$ cat src/rtl/subm_pkg.sv
package subm_pkg;

   localparam int MAX_SUB  = 16;
   localparam int MAX_PRED = 4;
   localparam int IDX_W    = 4;
   localparam int VAL_W    = 16;

   typedef enum logic [2:0] {
      OP_EQ     = 3'd0,
      OP_NE     = 3'd1,
      OP_LT     = 3'd2,
      OP_LE     = 3'd3,
      OP_GT     = 3'd4,
      OP_GE     = 3'd5,
      OP_NEVER  = 3'd6,
      OP_ALWAYS = 3'd7
   } pred_op_e;

   typedef struct packed {
      pred_op_e           op;
      logic               rhs_is_attr;
      logic [IDX_W-1:0]   lhs;
      logic [IDX_W-1:0]   rhs_idx;
      logic [VAL_W-1:0]   value;
   } pred_t;

   typedef pred_t [MAX_SUB*MAX_PRED-1:0] sub_table_t;

   // Default table: one real predicate per subscription, the rest always true.
   function automatic sub_table_t default_table();
      sub_table_t t;
      for (int s = 0; s < MAX_SUB; s++) begin
         for (int p = 0; p < MAX_PRED; p++) begin
            t[s*MAX_PRED+p].op          = (p == 0) ? pred_op_e'(s % 6) : OP_ALWAYS;
            t[s*MAX_PRED+p].rhs_is_attr = (s % 2 == 1);
            t[s*MAX_PRED+p].lhs         = IDX_W'(s % 4);
            t[s*MAX_PRED+p].rhs_idx     = IDX_W'((s + 1) % 4);
            t[s*MAX_PRED+p].value       = VAL_W'(s * 7);
         end
      end
      return t;
   endfunction

endpackage

$ cat src/rtl/subm_pred.sv
module subm_pred #(
   parameter int             AW    = 8,
   parameter int             NATTR = 4,
   parameter subm_pkg::pred_t P    = '0
) (
   input  logic [NATTR*AW-1:0] attrs,
   output logic                ok
);
   localparam int LI = int'(P.lhs);
   localparam int RI = int'(P.rhs_idx);

   logic [AW-1:0] a_val;
   logic [AW-1:0] b_val;
   logic          unused_attrs;

   assign unused_attrs = ^attrs;
   assign a_val        = attrs[LI*AW +: AW];

   generate
      if (P.rhs_is_attr) begin : g_rhs_attr
         assign b_val = attrs[RI*AW +: AW];
      end else begin : g_rhs_const
         assign b_val = P.value[AW-1:0];
      end
   endgenerate

   always_comb begin
      case (P.op)
         subm_pkg::OP_EQ:     ok = (a_val == b_val);
         subm_pkg::OP_NE:     ok = (a_val != b_val);
         subm_pkg::OP_LT:     ok = (a_val <  b_val);
         subm_pkg::OP_LE:     ok = (a_val <= b_val);
         subm_pkg::OP_GT:     ok = (a_val >  b_val);
         subm_pkg::OP_GE:     ok = (a_val >= b_val);
         subm_pkg::OP_NEVER:  ok = 1'b0;
         default:             ok = 1'b1;
      endcase
   end
endmodule

$ cat src/rtl/subm_sub.sv
module subm_sub #(
   parameter int                   AW    = 8,
   parameter int                   NATTR = 4,
   parameter int                   NPRED = 4,
   parameter int                   SIDX  = 0,
   parameter subm_pkg::sub_table_t TBL   = subm_pkg::default_table()
) (
   input  logic [NATTR*AW-1:0] attrs,
   output logic                hit
);
   logic [NPRED-1:0] term;

   generate
      for (genvar p = 0; p < NPRED; p++) begin : g_term
         localparam subm_pkg::pred_t PP = TBL[SIDX*subm_pkg::MAX_PRED + p];
         if (int'(PP.lhs) >= NATTR) begin : g_bad_lhs
            $error("subm_sub: left attribute index out of range");
         end
         if (PP.rhs_is_attr && int'(PP.rhs_idx) >= NATTR) begin : g_bad_rhs
            $error("subm_sub: right attribute index out of range");
         end
         subm_pred #(
            .AW    (AW),
            .NATTR (NATTR),
            .P     (PP)
         ) pred_i (
            .attrs (attrs),
            .ok    (term[p])
         );
      end
   endgenerate

   assign hit = &term;
endmodule

$ cat src/rtl/subm_driver.sv
module subm_driver #(
   parameter int DEPTH = 4
) (
   input  logic clk,
   input  logic rst_n,
   input  logic ev_valid,
   input  logic res_ready,
   output logic ev_ready,
   output logic adv,
   output logic res_valid
);
   logic [DEPTH-1:0] vld_q;

   generate
      if (DEPTH < 2) begin : g_bad_depth
         $error("subm_driver: depth must be at least 2");
      end
   endgenerate

   assign adv      = res_ready;
   assign ev_ready = res_ready;

   always_ff @(posedge clk) begin
      if (!rst_n) begin
         vld_q <= '0;
      end else if (adv) begin
         vld_q <= {vld_q[DEPTH-2:0], ev_valid};
      end
   end

   assign res_valid = vld_q[DEPTH-1];
endmodule

$ cat src/rtl/subm_tally.sv
module subm_tally #(
   parameter int NSUB = 16,
   parameter int LVL  = 4,
   parameter int CW   = 5
) (
   input  logic            clk,
   input  logic            adv,
   input  logic [NSUB-1:0] hits_in,
   output logic [CW-1:0]   count,
   output logic [NSUB-1:0] hits_out
);
   localparam int NPAD = 1 << LVL;

   logic [NPAD-1:0] hits_pad;
   assign hits_pad = NPAD'(hits_in);

   generate
      for (genvar k = 0; k <= LVL; k++) begin : g_lvl
         logic [CW-1:0] sum [NPAD >> k];
         if (k == 0) begin : g_leaf
            always_comb begin
               for (int j = 0; j < NPAD; j++) begin
                  sum[j] = CW'(hits_pad[j]);
               end
            end
         end else begin : g_node
            always_ff @(posedge clk) begin
               if (adv) begin
                  for (int j = 0; j < (NPAD >> k); j++) begin
                     sum[j] <= g_lvl[k-1].sum[2*j] + g_lvl[k-1].sum[2*j+1];
                  end
               end
            end
         end
      end
   endgenerate

   assign count = g_lvl[LVL].sum[0];

   logic [NSUB-1:0] bm_q [LVL];

   always_ff @(posedge clk) begin
      if (adv) begin
         bm_q[0] <= hits_in;
         for (int i = 1; i < LVL; i++) begin
            bm_q[i] <= bm_q[i-1];
         end
      end
   end

   assign hits_out = bm_q[LVL-1];
endmodule

$ cat src/rtl/subm_matcher.sv
module subm_matcher #(
   parameter int                   NSUB  = 16,
   parameter int                   NPRED = 4,
   parameter int                   NATTR = 4,
   parameter int                   AW    = 8,
   parameter subm_pkg::sub_table_t SUBS  = subm_pkg::default_table(),
   localparam int                  LVL   = $clog2(NSUB),
   localparam int                  CW    = $clog2(NSUB + 1)
) (
   input  logic                clk,
   input  logic                rst_n,
   input  logic                ev_valid,
   output logic                ev_ready,
   input  logic [NATTR*AW-1:0] ev_attrs,
   output logic                res_valid,
   input  logic                res_ready,
   output logic [CW-1:0]       res_count,
   output logic [NSUB-1:0]     res_hits
);
   generate
      if (NSUB < 2 || NSUB > subm_pkg::MAX_SUB) begin : g_bad_nsub
         $error("subm_matcher: NSUB out of range");
      end
      if (NPRED < 1 || NPRED > subm_pkg::MAX_PRED) begin : g_bad_npred
         $error("subm_matcher: NPRED out of range");
      end
      if (NATTR < 1 || NATTR > (1 << subm_pkg::IDX_W)) begin : g_bad_nattr
         $error("subm_matcher: NATTR out of range");
      end
      if (AW < 1 || AW > subm_pkg::VAL_W) begin : g_bad_aw
         $error("subm_matcher: AW out of range");
      end
   endgenerate

   logic adv;

   subm_driver #(
      .DEPTH (LVL + 1)
   ) drv_i (
      .clk       (clk),
      .rst_n     (rst_n),
      .ev_valid  (ev_valid),
      .res_ready (res_ready),
      .ev_ready  (ev_ready),
      .adv       (adv),
      .res_valid (res_valid)
   );

   logic [NSUB-1:0] hit_now;
   logic [NSUB-1:0] hit_q;

   generate
      for (genvar s = 0; s < NSUB; s++) begin : g_unit
         subm_sub #(
            .AW    (AW),
            .NATTR (NATTR),
            .NPRED (NPRED),
            .SIDX  (s),
            .TBL   (SUBS)
         ) unit_i (
            .attrs (ev_attrs),
            .hit   (hit_now[s])
         );
      end
   endgenerate

   always_ff @(posedge clk) begin
      if (adv) begin
         hit_q <= hit_now;
      end
   end

   subm_tally #(
      .NSUB (NSUB),
      .LVL  (LVL),
      .CW   (CW)
   ) tally_i (
      .clk      (clk),
      .adv      (adv),
      .hits_in  (hit_q),
      .count    (res_count),
      .hits_out (res_hits)
   );

   // tree sum agrees with the bitmap carried beside it
   a_r3_count_popcount: assert property (@(posedge clk) disable iff (!rst_n)
      res_valid |-> (res_count == CW'($countones(res_hits))));

   // count never exceeds the number of subscriptions
   a_r3_count_bound: assert property (@(posedge clk) disable iff (!rst_n)
      res_valid |-> (res_count <= CW'(NSUB)));

   // a stalled result stays put
   a_r6_hold_stable: assert property (@(posedge clk) disable iff (!rst_n)
      (res_valid && !res_ready) |=> (res_valid && $stable(res_count) && $stable(res_hits)));

   // nothing enters while the output is blocked
   a_r6_stall_blocks_input: assert property (@(posedge clk) disable iff (!rst_n)
      (!res_ready && !res_valid) |=> !res_valid);

   // a result appears only after an advancing cycle
   a_r4_valid_after_advance: assert property (@(posedge clk) disable iff (!rst_n)
      $rose(res_valid) |-> $past(adv));
endmodule

$ cat config.mk
export PLATFORM = sky130hd
export DESIGN_NAME = subm_matcher
export DESIGN_NICKNAME = d
export VERILOG_FILES = /design/src/rtl/subm_pkg.sv /design/src/rtl/subm_pred.sv /design/src/rtl/subm_sub.sv /design/src/rtl/subm_driver.sv /design/src/rtl/subm_tally.sv /design/src/rtl/subm_matcher.sv
export SDC_FILE = /design/constraint.sdc
export NUM_CORES = 1
export LEC_CHECK = 0
export BUFFER_PORTS_ARGS = -buffer_cell sky130_fd_sc_hd__buf_4
export CELL_PAD_IN_SITES_DETAIL_PLACEMENT = 0
export CELL_PAD_IN_SITES_GLOBAL_PLACEMENT = 1
export CORE_MARGIN = 5
export CORE_UTILIZATION = 55
export CTS_BUF_LIST = sky130_fd_sc_hd__clkbuf_4
export DETAILED_ROUTE_END_ITERATION = 10
export PLACE_DENSITY = 0.95
export SYNTH_ARGS = -nofsm -noshare
export SYNTH_HDL_FRONTEND = slang
export SYNTH_HIERARCHICAL = 1
export SYNTH_SLANG_ARGS = --single-unit
$ cat constraint.sdc
create_clock -name clk -period 4.57 [get_ports clk]
set_input_delay 0.457 -clock clk [delete_from_list [all_inputs] [get_ports clk]]
set_output_delay 0.457 -clock clk [all_outputs]
set_load 0.01 [all_outputs]
==> summary.txt <==
core area - 0.0115 mm²
CP Cell Sequence - buf_4, buf_4
Combinational Power Share - 13.1%
R2R Path Start - tally_i/g_lvl[3].sum[0][0]
Nets - 623
Net Sw Frac - 22.3%
fin cells - 675
WL per Instance - 13.7 µm
#FFs+latches synth - 126
Reg2Reg Depth - 4
part of the Yosys area used for sequential elements - 57.7%
clock power share - 29.7%
I/O pin count - 59
Hold EP - drv_i/vld_q[3]
routability cong. - 0.845
Critical path buffers and inverters - 2
DIE AREA - 0.0140 mm²
Yosys warning total - 6
post-synth cell types - 35
Max H-tree Level - 4
input/output buffers - 58
Total Routing Usage GR - 14.3%
Avg Cell Area, Syn - 13.2 µm²
worst slew pin tran - 1.11 ns
Synth Cell Area - 0.00647 mm²
Reg2Reg Setup Slack - 2.96 ns
Crit-path slowest cell - buf_4
largest net degree at the start of global routing - 94
hold path depth - 2
Worst EP required - 4.11 ns
via/cell ratio - 4.92
RSZ-0062 raised after global routing - no
Die Y - 118 µm
initial antenna violation count - 1
Reg power frac - 57.2%
Clock transition at path regs - 0.09 ns
Synth Flop Type - edfxtp_1
largest stage delay on the critical path - 0.80 ns
drt initial violations - 141
Post-synth ARST share - 0%
Hold Fails Final Rpt - 0
Final ANT Viol Nets - 0
Die X - 118 µm
Pint - 1930 µW
CTS tree - yes
top sig layer - met4
final period utilization - 43.5%
DRT Pass-1 Iters - 4
placed insts - 642
Routed WL - 9250 µm
VDD IR max - 0.000270 V
CP delay by family, top - buffers and inverters
fin crit period - 1.99 ns
final setup violation count - 0
first-pass GRT wire length - 16000 µm
crit start category - input pin
FMAX - 0.503 GHz
Post CTS Setup Buffer Count - 0
DR vias - 3321
kind of end point of the critical path - output pin
Final Slew Violations - 0
Post-Place Cell Area - 0.00671 mm²
fraction of layout cells with a size suffix above 1 - 17.7%
drt drc - 0
max_slew headroom - 26.0%
dpl ws - 2.33 ns
Leak - 0.00308 µW
root buffer cell - clkbuf_4
# clock sinks - 126
Hold Buf Count CTS - 0
setup TNS - 0 ns
R2R Path End - tally_i/g_lvl[4].sum[0][4]
GRT Residual Overflow - 0
row count - 39
number of flops mapped to enable cells by yosys - 121
Num CTS Buffers - 17
Net Count, Synth - 596
Starting Density - 56.4%
metal2 WL - 4770 µm
PnR worst setup slack - 2.58 ns
DR WL met3 - 540 µm
design area - 0.00699 mm²
clk buf depth - 2
pwr dens - 355 mW/mm²
worst hold path startpoint - rst_n
detailed placer's ending HPWL - 6930 µm
Fin Clk Skew - 0.0183 ns
crit-path max FO - 93
status - completed
Layout Area Growth over Synthesis - 8.03%
Met1 Routed Length - 3790 µm
Worst-Skew Late Latency - 0.50 ns
arrival time at the worst endpoint - 1.53 ns
post-CTS sizing - 0
crit-path most repeated cell - buf_4
worst setup path class - in -> out
Mapped Cells - 491
NetSw - 554 µW
Hold Path Class - in -> reg
Max-Cap Viols - 0
vias in the first global route - 3458
==> Yosys cell counts, drive strengths merged (8+ instances only) <==
cell type | instances | area share [%]
xor2 | 26 | 3.5
buf | 51 | 6.0
a21oi | 14 | 1.1
edfxtp | 121 | 56
inv | 54 | 3.1
and4 | 16 | 2.2
conb | 48 | 2.8
nor2b | 8 | 0.77
a21o | 13 | 1.5
ha | 62 | 12
==> cell type report <==
cell class	count	area, µm²
clock buffer	21	158
clock inverter	11	124
fill	873	4480
inverter	54	203
antenna	1	2.50
multi-input combinational	260	2150
tap	143	179
timing repair buffer	59	443
sequential	126	3730
==> power by group through the flow <==
stage	combinational, µW	clock, µW	sequential [µW]
after global routing	372	820	1430
after floorplan	215	0	1450
after global placement	302	0	1440
after CTS	330	760	1420
final	325	737	1420
after detailed placement	329	0	1450
==> metal layers <==
| layer | vias to the layer above | track usage [%] |
|---|---|---|
| met5 | - | 0 |
| met4 | 0 | 5.03 |
| met3 | 13 | 5.54 |
| met2 | 84 | 24.3 |
| met1 | 1540 | 16.7 |
| li1 | 1684 | - |
==> placed cells by master, fill, tap and decap left out, types with 2 or more instances in the layout <==
master / n
conb_1: 48
nor4bb_1: 2
nor2_1: 4
inv_1: 54
dfxtp_1: 5
fa_1: 7
and4b_1: 2
or4_1: 4
bufinv_16: 3
o22ai_1: 3
a31oi_1: 4
clkbuf_4: 21
clkinv_2: 3
nand2_1: 7
and4_1: 16
nand4_1: 6
o211ai_2: 3
xnor2_1: 2
a21o_1: 13
o21ai_1: 2
nor2b_1: 8
o21ai_0: 3
and3_2: 2
clkinv_1: 5
mux2i_1: 5
xor2_1: 26
edfxtp_1: 121
a21oi_1: 13
nor4_1: 7
nand3_1: 3
ha_1: 62
a221oi_2: 2
buf_4: 59
nand2b_1: 2
==> worst max path at each step <==
stage / startpoint / depth (start not counted) / slack, ns / to
after floorplan: res_ready / 1 / 2.88 / hit_q[0]
after global placement: res_ready / 2 / 2.40 / tally_i/g_lvl[3].sum[0][6]
after detailed placement: res_ready / 2 / 2.33 / tally_i/g_lvl[3].sum[0][6]
after CTS: res_ready / 2 / 2.53 / ev_ready
after global routing: res_ready / 2 / 2.46 / ev_ready
final: res_ready / 2 / 2.58 / ev_ready
==> registers in the layout (all words and copies together), names as in the netlist <==
name and count:
tally_i/bm_q 64, tally_i/g_lvl.sum 41, hit_q 16, drv_i/vld_q 5
==> stage by stage <==
step | hold slack (ns) | total power, µW | util, %
after floorplan | 0.400 | 1660 | -
after global placement | 0.401 | 1740 | 58.5
after detailed placement | 0.405 | 1780 | 58.5
after CTS | 0.159 | 2510 | 60.9
after global routing | 0.141 | 2620 | 60.9
final | 0.205 | 2480 | 60.9
==> kinds of logic (layout without fill, tap and decap cells) <==
logic type / after synthesis / in the layout / share of synthesized area [%]
AO/OA/AOI/OAI: 46 / 46 / 5.03
adder cells (fa/ha/maj): 69 / 69 / 14.2
other: 48 / 49 / 2.78
multiplexers: 5 / 5 / 0.774
flip-flops: 126 / 126 / 57.7
AND/OR/NAND/NOR: 64 / 64 / 6.65
XOR/XNOR: 28 / 28 / 3.79
buffers and inverters: 105 / 145 / 9.11
(Power assumes the default switching activity.)
